<file path="config.mk">
export PLATFORM = sky130hd
export DESIGN_NAME = loop_domain_sequencer
export DESIGN_NICKNAME = d
export VERILOG_FILES = /design/src/rtl/ldas_pkg.sv /design/src/rtl/ldas_fit_check.sv /design/src/rtl/ldas_fill_tracker.sv /design/src/rtl/ldas_out_stage.sv /design/src/rtl/loop_domain_sequencer.sv
export SDC_FILE = /design/constraint.sdc
export NUM_CORES = 1
export LEC_CHECK = 0
export BUFFER_PORTS_ARGS = -buffer_cell sky130_fd_sc_hd__buf_4
export CELL_PAD_IN_SITES_DETAIL_PLACEMENT = 1
export CELL_PAD_IN_SITES_GLOBAL_PLACEMENT = 2
export CORE_ASPECT_RATIO = 1.2
export CORE_MARGIN = 2
export CORE_UTILIZATION = 31
export DETAILED_ROUTE_END_ITERATION = 12
export PLACE_DENSITY_LB_ADDON = 0.1
export RECOVER_POWER = 25
export SLEW_MARGIN = 20
export SYNTH_ARGS = -nofsm -noshare
export SYNTH_HDL_FRONTEND = slang
export SYNTH_HIERARCHICAL = 1
export SYNTH_SLANG_ARGS = --single-unit
</file>
<file path="constraint.sdc">
create_clock -name clk -period 3.71 [get_ports clk]
set_input_delay 0.5565 -clock clk [delete_from_list [all_inputs] [get_ports clk]]
set_output_delay 0.5565 -clock clk [all_outputs]
set_load 0.005 [all_outputs]
</file>
<file path="src/rtl/ldas_pkg.sv">
// Package: shared decision record for the loop-aware domain sequencer.
// Assumes: nothing beyond being compiled first.
package ldas_pkg;

    // Why an instruction opens a new domain (at most one reason applies).
    typedef struct packed {
        logic advance;   // instruction goes to the next domain
        logic by_loop;   // early close caused by a loop that would split
        logic by_full;   // current domain already at capacity
    } ldas_decision_t;

endpackage

</file>
<file path="src/rtl/ldas_fit_check.sv">
// Module: ldas_fit_check
// Decides, for the instruction being offered, whether it opens a new domain.
// The decision comes from the current fill count, the loop-start flag and the
// loop size. Assumes the loop flag is raised only on a loop's first instruction.
module ldas_fit_check
    import ldas_pkg::*;
#(
    parameter int CAPACITY = 512,
    parameter int SIZE_W   = 16,
    parameter int FILL_W   = $clog2(CAPACITY + 1)
) (
    input  logic              clk,
    input  logic              rst_n,
    input  logic [FILL_W-1:0] fill,
    input  logic              loop_start,
    input  logic [SIZE_W-1:0] loop_size,
    output ldas_decision_t    decision
);
    localparam int CMP_W = ((SIZE_W > FILL_W) ? SIZE_W : FILL_W) + 1;
    localparam logic [CMP_W-1:0] CAP_X = CMP_W'(CAPACITY);

    logic [CMP_W-1:0] size_x;
    logic [CMP_W-1:0] room_x;
    logic             full;
    logic             split_avoid;

    // Purpose: widen operands so the size/room comparisons cannot overflow.
    always_comb begin
        size_x = CMP_W'(loop_size);
        room_x = CAP_X - CMP_W'(fill);
    end

    // Purpose: apply the capacity rule and the early-close rule for loops.
    always_comb begin
        full        = (CMP_W'(fill) == CAP_X);
        split_avoid = loop_start && !full && (size_x > room_x) && (size_x <= CAP_X);
        decision.by_full = full;
        decision.by_loop = split_avoid;
        decision.advance = full || split_avoid;
    end

    // an early close needs a loop start and a partly filled domain
    assert_loop_close_cause_R5: assert property (@(posedge clk) disable iff (!rst_n)
        decision.by_loop |-> (loop_start && (fill != '0)));

    // loops bigger than a domain never force an early close
    assert_oversize_no_close_R6: assert property (@(posedge clk) disable iff (!rst_n)
        (loop_start && (size_x > CAP_X) && (CMP_W'(fill) != CAP_X)) |-> !decision.advance);

endmodule

</file>
<file path="src/rtl/ldas_fill_tracker.sv">
// Module: ldas_fill_tracker
// Holds the current domain index and its fill count. Each accepted instruction
// either adds one to the fill count or opens the next domain, where it counts
// as the first instruction. Assumes accept is already qualified by the handshake.
module ldas_fill_tracker #(
    parameter int CAPACITY = 512,
    parameter int DOM_W    = 8,
    parameter int FILL_W   = $clog2(CAPACITY + 1)
) (
    input  logic              clk,
    input  logic              rst_n,
    input  logic              accept,
    input  logic              advance,
    output logic [FILL_W-1:0] fill,
    output logic [DOM_W-1:0]  domain,
    output logic [DOM_W-1:0]  next_domain
);
    localparam logic [FILL_W-1:0] ONE = FILL_W'(1);

    // Purpose: domain index that the offered instruction would receive.
    always_comb begin
        next_domain = advance ? domain + DOM_W'(1) : domain;
    end

    // Purpose: update fill count and domain index on every accepted instruction.
    always_ff @(posedge clk) begin
        if (!rst_n) begin
            fill   <= '0;
            domain <= '0;
        end else if (accept) begin
            domain <= next_domain;
            fill   <= advance ? ONE : fill + ONE;
        end
    end

    // the fill count never goes beyond one domain's capacity
    assert_fill_bound_R3: assert property (@(posedge clk) disable iff (!rst_n)
        fill <= FILL_W'(CAPACITY));

    // an advance moves the index by exactly one and restarts the count
    assert_advance_step_R9: assert property (@(posedge clk) disable iff (!rst_n)
        (accept && advance) |=> (domain == $past(domain) + DOM_W'(1)) && (fill == ONE));

    // a non-advancing instruction keeps the domain and adds one
    assert_same_domain_R2: assert property (@(posedge clk) disable iff (!rst_n)
        (accept && !advance) |=> (domain == $past(domain)) && (fill == $past(fill) + ONE));

    // no acceptance, no change
    assert_idle_hold_R8: assert property (@(posedge clk) disable iff (!rst_n)
        !accept |=> $stable(domain) && $stable(fill));

endmodule

</file>
<file path="src/rtl/ldas_out_stage.sv">
// Module: ldas_out_stage
// One-entry output register with a valid/ready handshake. It is loaded when
// the entry is empty or being drained in the same cycle.
// Assumes the consumer may hold out_ready low for any number of cycles.
module ldas_out_stage #(
    parameter int DOM_W = 8
) (
    input  logic             clk,
    input  logic             rst_n,
    input  logic             in_valid,
    output logic             in_ready,
    input  logic [DOM_W-1:0] in_domain,
    input  logic             in_advance,
    output logic             out_valid,
    input  logic             out_ready,
    output logic [DOM_W-1:0] out_domain,
    output logic             out_advance
);
    // Purpose: accept a new entry when the register is free or draining.
    always_comb begin
        in_ready = !out_valid || out_ready;
    end

    // Purpose: load, hold or empty the output register.
    always_ff @(posedge clk) begin
        if (!rst_n) begin
            out_valid   <= 1'b0;
            out_domain  <= '0;
            out_advance <= 1'b0;
        end else if (in_ready) begin
            out_valid <= in_valid;
            if (in_valid) begin
                out_domain  <= in_domain;
                out_advance <= in_advance;
            end
        end
    end

    // a stalled result stays put
    assert_stall_hold_R7: assert property (@(posedge clk) disable iff (!rst_n)
        (out_valid && !out_ready) |=> out_valid && $stable(out_domain) && $stable(out_advance));

    // an accepted instruction is presented on the next cycle
    assert_one_cycle_R9: assert property (@(posedge clk) disable iff (!rst_n)
        (in_valid && in_ready) |=> out_valid);

endmodule

</file>
<file path="src/rtl/loop_domain_sequencer.sv">
// Module: loop_domain_sequencer (top)
// Assigns a domain index to each instruction of a profiled-order stream and
// closes a domain early so that a loop which fits in an empty domain is never
// split. Assumes the loop flag marks only the first instruction of each loop.
module loop_domain_sequencer
    import ldas_pkg::*;
#(
    parameter int CAPACITY = 512,
    parameter int SIZE_W   = 16,
    parameter int DOM_W    = 8
) (
    input  logic              clk,
    input  logic              rst_n,
    input  logic              in_valid,
    output logic              in_ready,
    input  logic              in_loop_start,
    input  logic [SIZE_W-1:0] in_loop_size,
    output logic              out_valid,
    input  logic              out_ready,
    output logic [DOM_W-1:0]  out_domain,
    output logic              out_advance
);
    localparam int FILL_W = $clog2(CAPACITY + 1);

    ldas_decision_t    decision;
    logic [FILL_W-1:0] fill;
    logic [DOM_W-1:0]  domain;
    logic [DOM_W-1:0]  next_domain;
    logic              accept;

    // Purpose: an instruction is taken when offered and the output can accept.
    always_comb begin
        accept = in_valid && in_ready;
    end

    ldas_fit_check #(
        .CAPACITY (CAPACITY),
        .SIZE_W   (SIZE_W),
        .FILL_W   (FILL_W)
    ) u_fit (
        .clk        (clk),
        .rst_n      (rst_n),
        .fill       (fill),
        .loop_start (in_loop_start),
        .loop_size  (in_loop_size),
        .decision   (decision)
    );

    ldas_fill_tracker #(
        .CAPACITY (CAPACITY),
        .DOM_W    (DOM_W),
        .FILL_W   (FILL_W)
    ) u_track (
        .clk         (clk),
        .rst_n       (rst_n),
        .accept      (accept),
        .advance     (decision.advance),
        .fill        (fill),
        .domain      (domain),
        .next_domain (next_domain)
    );

    ldas_out_stage #(
        .DOM_W (DOM_W)
    ) u_out (
        .clk         (clk),
        .rst_n       (rst_n),
        .in_valid    (in_valid),
        .in_ready    (in_ready),
        .in_domain   (next_domain),
        .in_advance  (decision.advance),
        .out_valid   (out_valid),
        .out_ready   (out_ready),
        .out_domain  (out_domain),
        .out_advance (out_advance)
    );

    // the ready signal follows the state of the output register
    assert_ready_rule_R7: assert property (@(posedge clk) disable iff (!rst_n)
        (out_valid && !out_ready) |-> !in_ready);

    // the first result after reset is the first domain
    assert_first_domain_R1: assert property (@(posedge clk) disable iff (!rst_n)
        ($past(rst_n) == 1'b0 && accept) |=> (out_domain == '0) && !out_advance);

endmodule

</file>
==> flow_summary.ini, run 1 <==
[run_status]
run_status = complete, no violations

[placed_design]
place_area_um2 = 2340
place_inst = 347
numPortBuffers = 31
hpwl_um = 3990
pre_cts_slack_ps = -246
gp_routability_congestion = 0.739

[clock_tree]
clock-sinks = 28
cts-root-buf = clkbuf_8
cts_buffers = 3
cts_tree = done
cts_hold_buf = 0
clkLatencyLatePin_ps = 280
clock_path_buffers = 2
clk_pin_slew_ps = 110
htree_levels = 1

[power_and_ir_drop]
power.share.clock_pct = 34.3
ir_worst_vdd_mv = 0.221
p_int_uw = 532
swShare_pct = 25.6
power_density_nw_per_um2 = 268
combinationalPowerShare_pct = 23.0
p_leak_nw = 1.16
total_power_uw = 716
p_switching_uw = 184
pwr-share-seq_pct = 42.7

[sta]
relSlewSlack_pct = 66.5
rsz0062_at_grt = yes
fin_setup_tns_ps = 0
setup_ws_ps = 1.78
fin_skew_ps = 7.19
period_share_pct = 100
max_freq_mhz = 270
hold_violations = 0
slew_viol_final = 0
worst_pin_slew_ps = 503
setup_violations = 0
hold_ws_ps = 471
fin_crit_ps = 3710

[drt]
num_vias = 1814
route.detailed.drc = 0
routed_via_density = 5.00
drtIter0Drc = 32
drt-total-wl_um = 5380
final_antenna_net_count = 0
wl_per_cell_um = 14.8
dr.pass1.iters = 4

[floorplan]
rows = 31
io_pins = 32
die_y_um = 90.5
start_util_pct = 32.1
core_um2 = 6010
chipWidth_um = 76.0
die_area_um2 = 6880

[cells_and_area]
diodes = 0
postLayoutCoreUtil_pct = 44.5
syn_to_final_growth_pct = 38.6
final_area_um2 = 2680
fillCellCount = 703
final_nets = 323
multi_input_area_um2 = 1460
final_common_cell = buf_4
mostFrequentLayoutCells = 52 x buf_4, 32 x nand2_1, 25 x dfxtp_1
fin_cells = 363
ff_latch_area_um2 = 564
drive_gt1_share_pct = 34.9

[synth]
yosysWarnings = 6
syn-num-nets = 268
synth.avg_cell_area_um2 = 8.50
syn_area_um2 = 1930
syn_inst = 227

[run]
drv_cap = 0

[setup_path]
crit_path_top_delay_cell = or4_4
crit_family = simple AND/OR/NAND/NOR gates
cp.buffers_inverters = 0
arrival_ps = 3920
critical_path.cell_chain = or4_4 -> or3_4 -> nor2_4 -> xor2_1 -> ha_1 -> nand4_1 -> nor3_2 -> a2111oi_2 -> o311a_1 -> o21ai_4 -> nand4_4 -> or4_4 -> a21oi_1
startpoint_type = flip-flop
crit_type = flip-flop to flip-flop
cp_slowest_stage_delay_ps = 560
crit_required_ps = 3920
end_kind = flip-flop
critPathMaxFanout = 7
crit_path_frequent_cell = or4_4

[global_routing]
grt_pass1_wl_um = 8810
grt-ovfl-total = 0
first_global_vias = 1837
grt_usage_pct = 15.5
antenna_found_initial = 0
grt_max_degree = 24

[min_path]
hold_path_class = flip-flop to flip-flop
## metal layers
metal	wire [um]	global-route usage, %
met3	128	2.10
met4	29	3.64
met1	2340	19.5
met5	0	0
met2	2880	27.8
## sequential cells by signal, summed over array words and instances (netlist names)
signal             cells
u_track/fill          10
u_out/out_valid        1
u_track/domain         8
u_out/out_advance      1
u_out/out_domain       8
## what timing repair did
action                                  CTS  global route
resized for setup                         7            29
pin swaps                                 9             9
buffers inserted                          4             8
endpoints found under the setup margin   24            21
## area by class of cell
cell class              instances  share of cell area [%]
clock buffers                   3                    1.54
multi-input cells             181                    54.4
clock inverters                 1                    1.12
repair buffers                 56                    16.3
well taps                      82                    3.84
flip-flops and latches         28                    21.1
inverters                      12                    1.68
## worst paths after layout
kind | startpoint | cells past startpoint | slack [ps] | to
max | u_track/fill[2] | 13 | 2 | u_track/domain[7]
min | u_out/out_domain[7] | 2 | 470 | u_out/out_domain[7]
max reg2reg | u_track/fill[2] | 13 | 2 | u_track/domain[7]
min reg2reg | u_out/out_domain[7] | 2 | 470 | u_out/out_domain[7]
## power groups by stage
stage	Clock (mW)	Combinational [mW]	Sequential, mW
finish	0.246	0.164	0.306
global route	0.273	0.185	0.306
CTS	0.252	0.159	0.306
detailed placement	0	0.146	0.313
global placement	0	0.144	0.313
floorplan	0	0.0896	0.315
## worst min-delay path, delay by kind of cell (launching register included)
kind	cells	cell delay [ps]
mux	1	50
simple gates	1	50
flops	1	330
(Power assumes the default switching activity.)
==> run 2: changes to the inputs <==
- BUFFER_PORTS_ARGS: -buffer_cell sky130_fd_sc_hd__buf_4 -> -buffer_cell sky130_fd_sc_hd__buf_2
- CELL_PAD_IN_SITES_DETAIL_PLACEMENT: 1 -> 0
==> run 2 against run 1 <==
Against the previous run: combinational power fell by 12%; sequential power hardly changed; global-route usage decreased by 1.7 points; largest power group unchanged; register-to-register slack improved by 70 ps; cell area shrank 9.0%; wire length down 13%; critical path depth did not move; largest cell class unchanged; total power is 3.5% lower; maximum frequency is 1.9% higher; critical path type unchanged; non-clock buffer count down 12; die area unchanged; clock-buffer cell count did not move.
==> flow_summary.ini, run 2 (synthesis gave the netlist of run 1 again) <==
[run_status]
run_status = complete, no violations

[drt]
dr.pass1.iters = 4
drtIter0Drc = 38
wl_per_cell_um = 13.3
drt-total-wl_um = 4680
num_vias = 1715
routed_via_density = 4.89
final_antenna_net_count = 0
route.detailed.drc = 0

[setup_path]
crit_type = flip-flop to flip-flop
crit_path_frequent_cell = or4_4
crit_required_ps = 3920
critPathMaxFanout = 7
crit_path_top_delay_cell = or4_4
crit_family = simple AND/OR/NAND/NOR gates
worstSetupPathDepth = 13
end_kind = flip-flop
critPathLaunch = u_track/fill[2]
timing.rr.start = u_track/fill[2]
cp.buffers_inverters = 0
reg2reg_depth = 13
reg2reg_setup_slack_ps = 70
cp_slowest_stage_delay_ps = 530
r2r-end = u_track/domain[7]
startpoint_type = flip-flop
arrival_ps = 3850
critical_path.cell_chain = or4_4 -> or3_4 -> nor2_4 -> xor2_1 -> ha_1 -> nand4_1 -> nor3_2 -> a2111oi_2 -> o311a_1 -> o21ai_4 -> nand4_4 -> or4_4 -> a21oi_2

[cells_and_area]
drive_gt1_share_pct = 29.4
final_common_cell = nand2_1
syn_to_final_growth_pct = 26.1
largestRegisters = u_track/fill: 10 flops, u_out/out_domain: 8 flops, u_track/domain: 8 flops
ff_latch_area_um2 = 564
top_register = u_track/fill
largest_register_ffs = 10
fin_cells = 351
postLayoutCoreUtil_pct = 40.5
diodes = 0
multi_input_area_um2 = 1400
mostFrequentLayoutCells = 33 x nand2_1, 30 x buf_2, 25 x dfxtp_1
fillCellCount = 628
final_nets = 311

[floorplan]
core_um2 = 6010
chipWidth_um = 76.0
start_util_pct = 32.1
rows = 31
die_y_um = 90.5
io_pins = 32
die_area_um2 = 6880

[min_path]
hold_path.startpoint = u_out/out_domain[4]
hold_end = u_out/out_domain[4]
hold_path_class = flip-flop to flip-flop
hold_depth = 2

[global_routing]
grt_pass1_wl_um = 7850
grt_usage_pct = 13.8
antenna_found_initial = 0
first_global_vias = 1682
grt_max_degree = 24
grt-ovfl-total = 0

[sta]
rsz0062_at_grt = yes
max_freq_mhz = 275
hold_violations = 0
fin_crit_ps = 3640
fin_skew_ps = 2.90
period_share_pct = 98.1
worst_pin_slew_ps = 463
relSlewSlack_pct = 69.1
setup_violations = 0
slew_viol_final = 0
hold_ws_ps = 463
setup_ws_ps = 72.0

[placed_design]
hpwl_um = 3550
place_inst = 346
gp_routability_congestion = 0.710
numPortBuffers = 31
pre_cts_slack_ps = -54.7

[clock_tree]
cts_buffers = 3
clk_pin_slew_ps = 100
cts_tree = done
clock_path_buffers = 2
cts_hold_buf = 0
clkLatencyLatePin_ps = 270
cts-root-buf = clkbuf_8
htree_levels = 1
clock-sinks = 28

[power_and_ir_drop]
p_leak_nw = 1.07
total_power_uw = 691
power_density_nw_per_um2 = 284
ir_worst_vdd_mv = 0.136

[run]
drv_cap = 0
==> run 2: changes by cell type in the layout (fill, tap and decap cells not counted), sizes merged <==
| cell | before | now |
|---|---|---|
| clkbuf | 3 | 4 |
| buf | 56 | 43 |
==> run 2: cell type report <==
| class | instances | share of cell area, % |
|---|---|---|
| Inverter | 12 | 1.85 |
| Clock buffer | 3 | 1.70 |
| Tap cell | 82 | 4.21 |
| Timing Repair Buffer | 44 | 10.5 |
| Multi-Input combinational cell | 181 | 57.3 |
| Sequential cell | 28 | 23.2 |
| Clock inverter | 1 | 1.23 |
==> run 2: where the power goes <==
part	leakage, nW	switching, mW	internal [mW]
sequential	0.227	0.00259	0.304
clock	0.0357	0.0964	0.144
combinational	0.809	0.0752	0.0687
total	1.07	0.174	0.517
==> run 2: worst min-delay path, stage by stage, from the launching register on <==
cell and delay [ps]:
dfxtp_1 320, nand2_1 50, mux2i_1 50
==> run 2: per-layer routing <==
metal / global-route usage (%) / share of wire [%] / up-vias
li1: - / - / 902
met1: 17.3 / 44 / 792
met2: 25.0 / 53 / 19
met3: 1.70 / 2.4 / 2
met4: 3.18 / 0.62 / 0
met5: 0 / 0 / -
==> run 2: what timing repair did <==
| action | CTS | global route |
|---|---|---|
| resized for setup | 2 | 19 |
| setup buffers | 0 | 1 |
| pin swaps | 0 | 7 |
| setup endpoints to repair | 8 | 21 |
| hold endpoints to repair | 0 | 0 |
==> run 2: worst max path at each step <==
stage                                      to  slack (ps)
after floorplan               u_track/fill[9]          30
after global placement        u_track/fill[9]         -70
after detailed placement    u_track/domain[6]         -50
after CTS                     u_track/fill[9]          40
after global routing      u_out/out_domain[7]        -120
final                       u_track/domain[7]          70
==> run 2: metrics by stage <==
step / TNS [ps] / cell area (um2)
CTS: 0 / 2330
global placement: -110 / 2260
global route: -809 / 2430
finish: 0 / 2430
floorplan: 0 / 1950
detailed placement: -157 / 2260
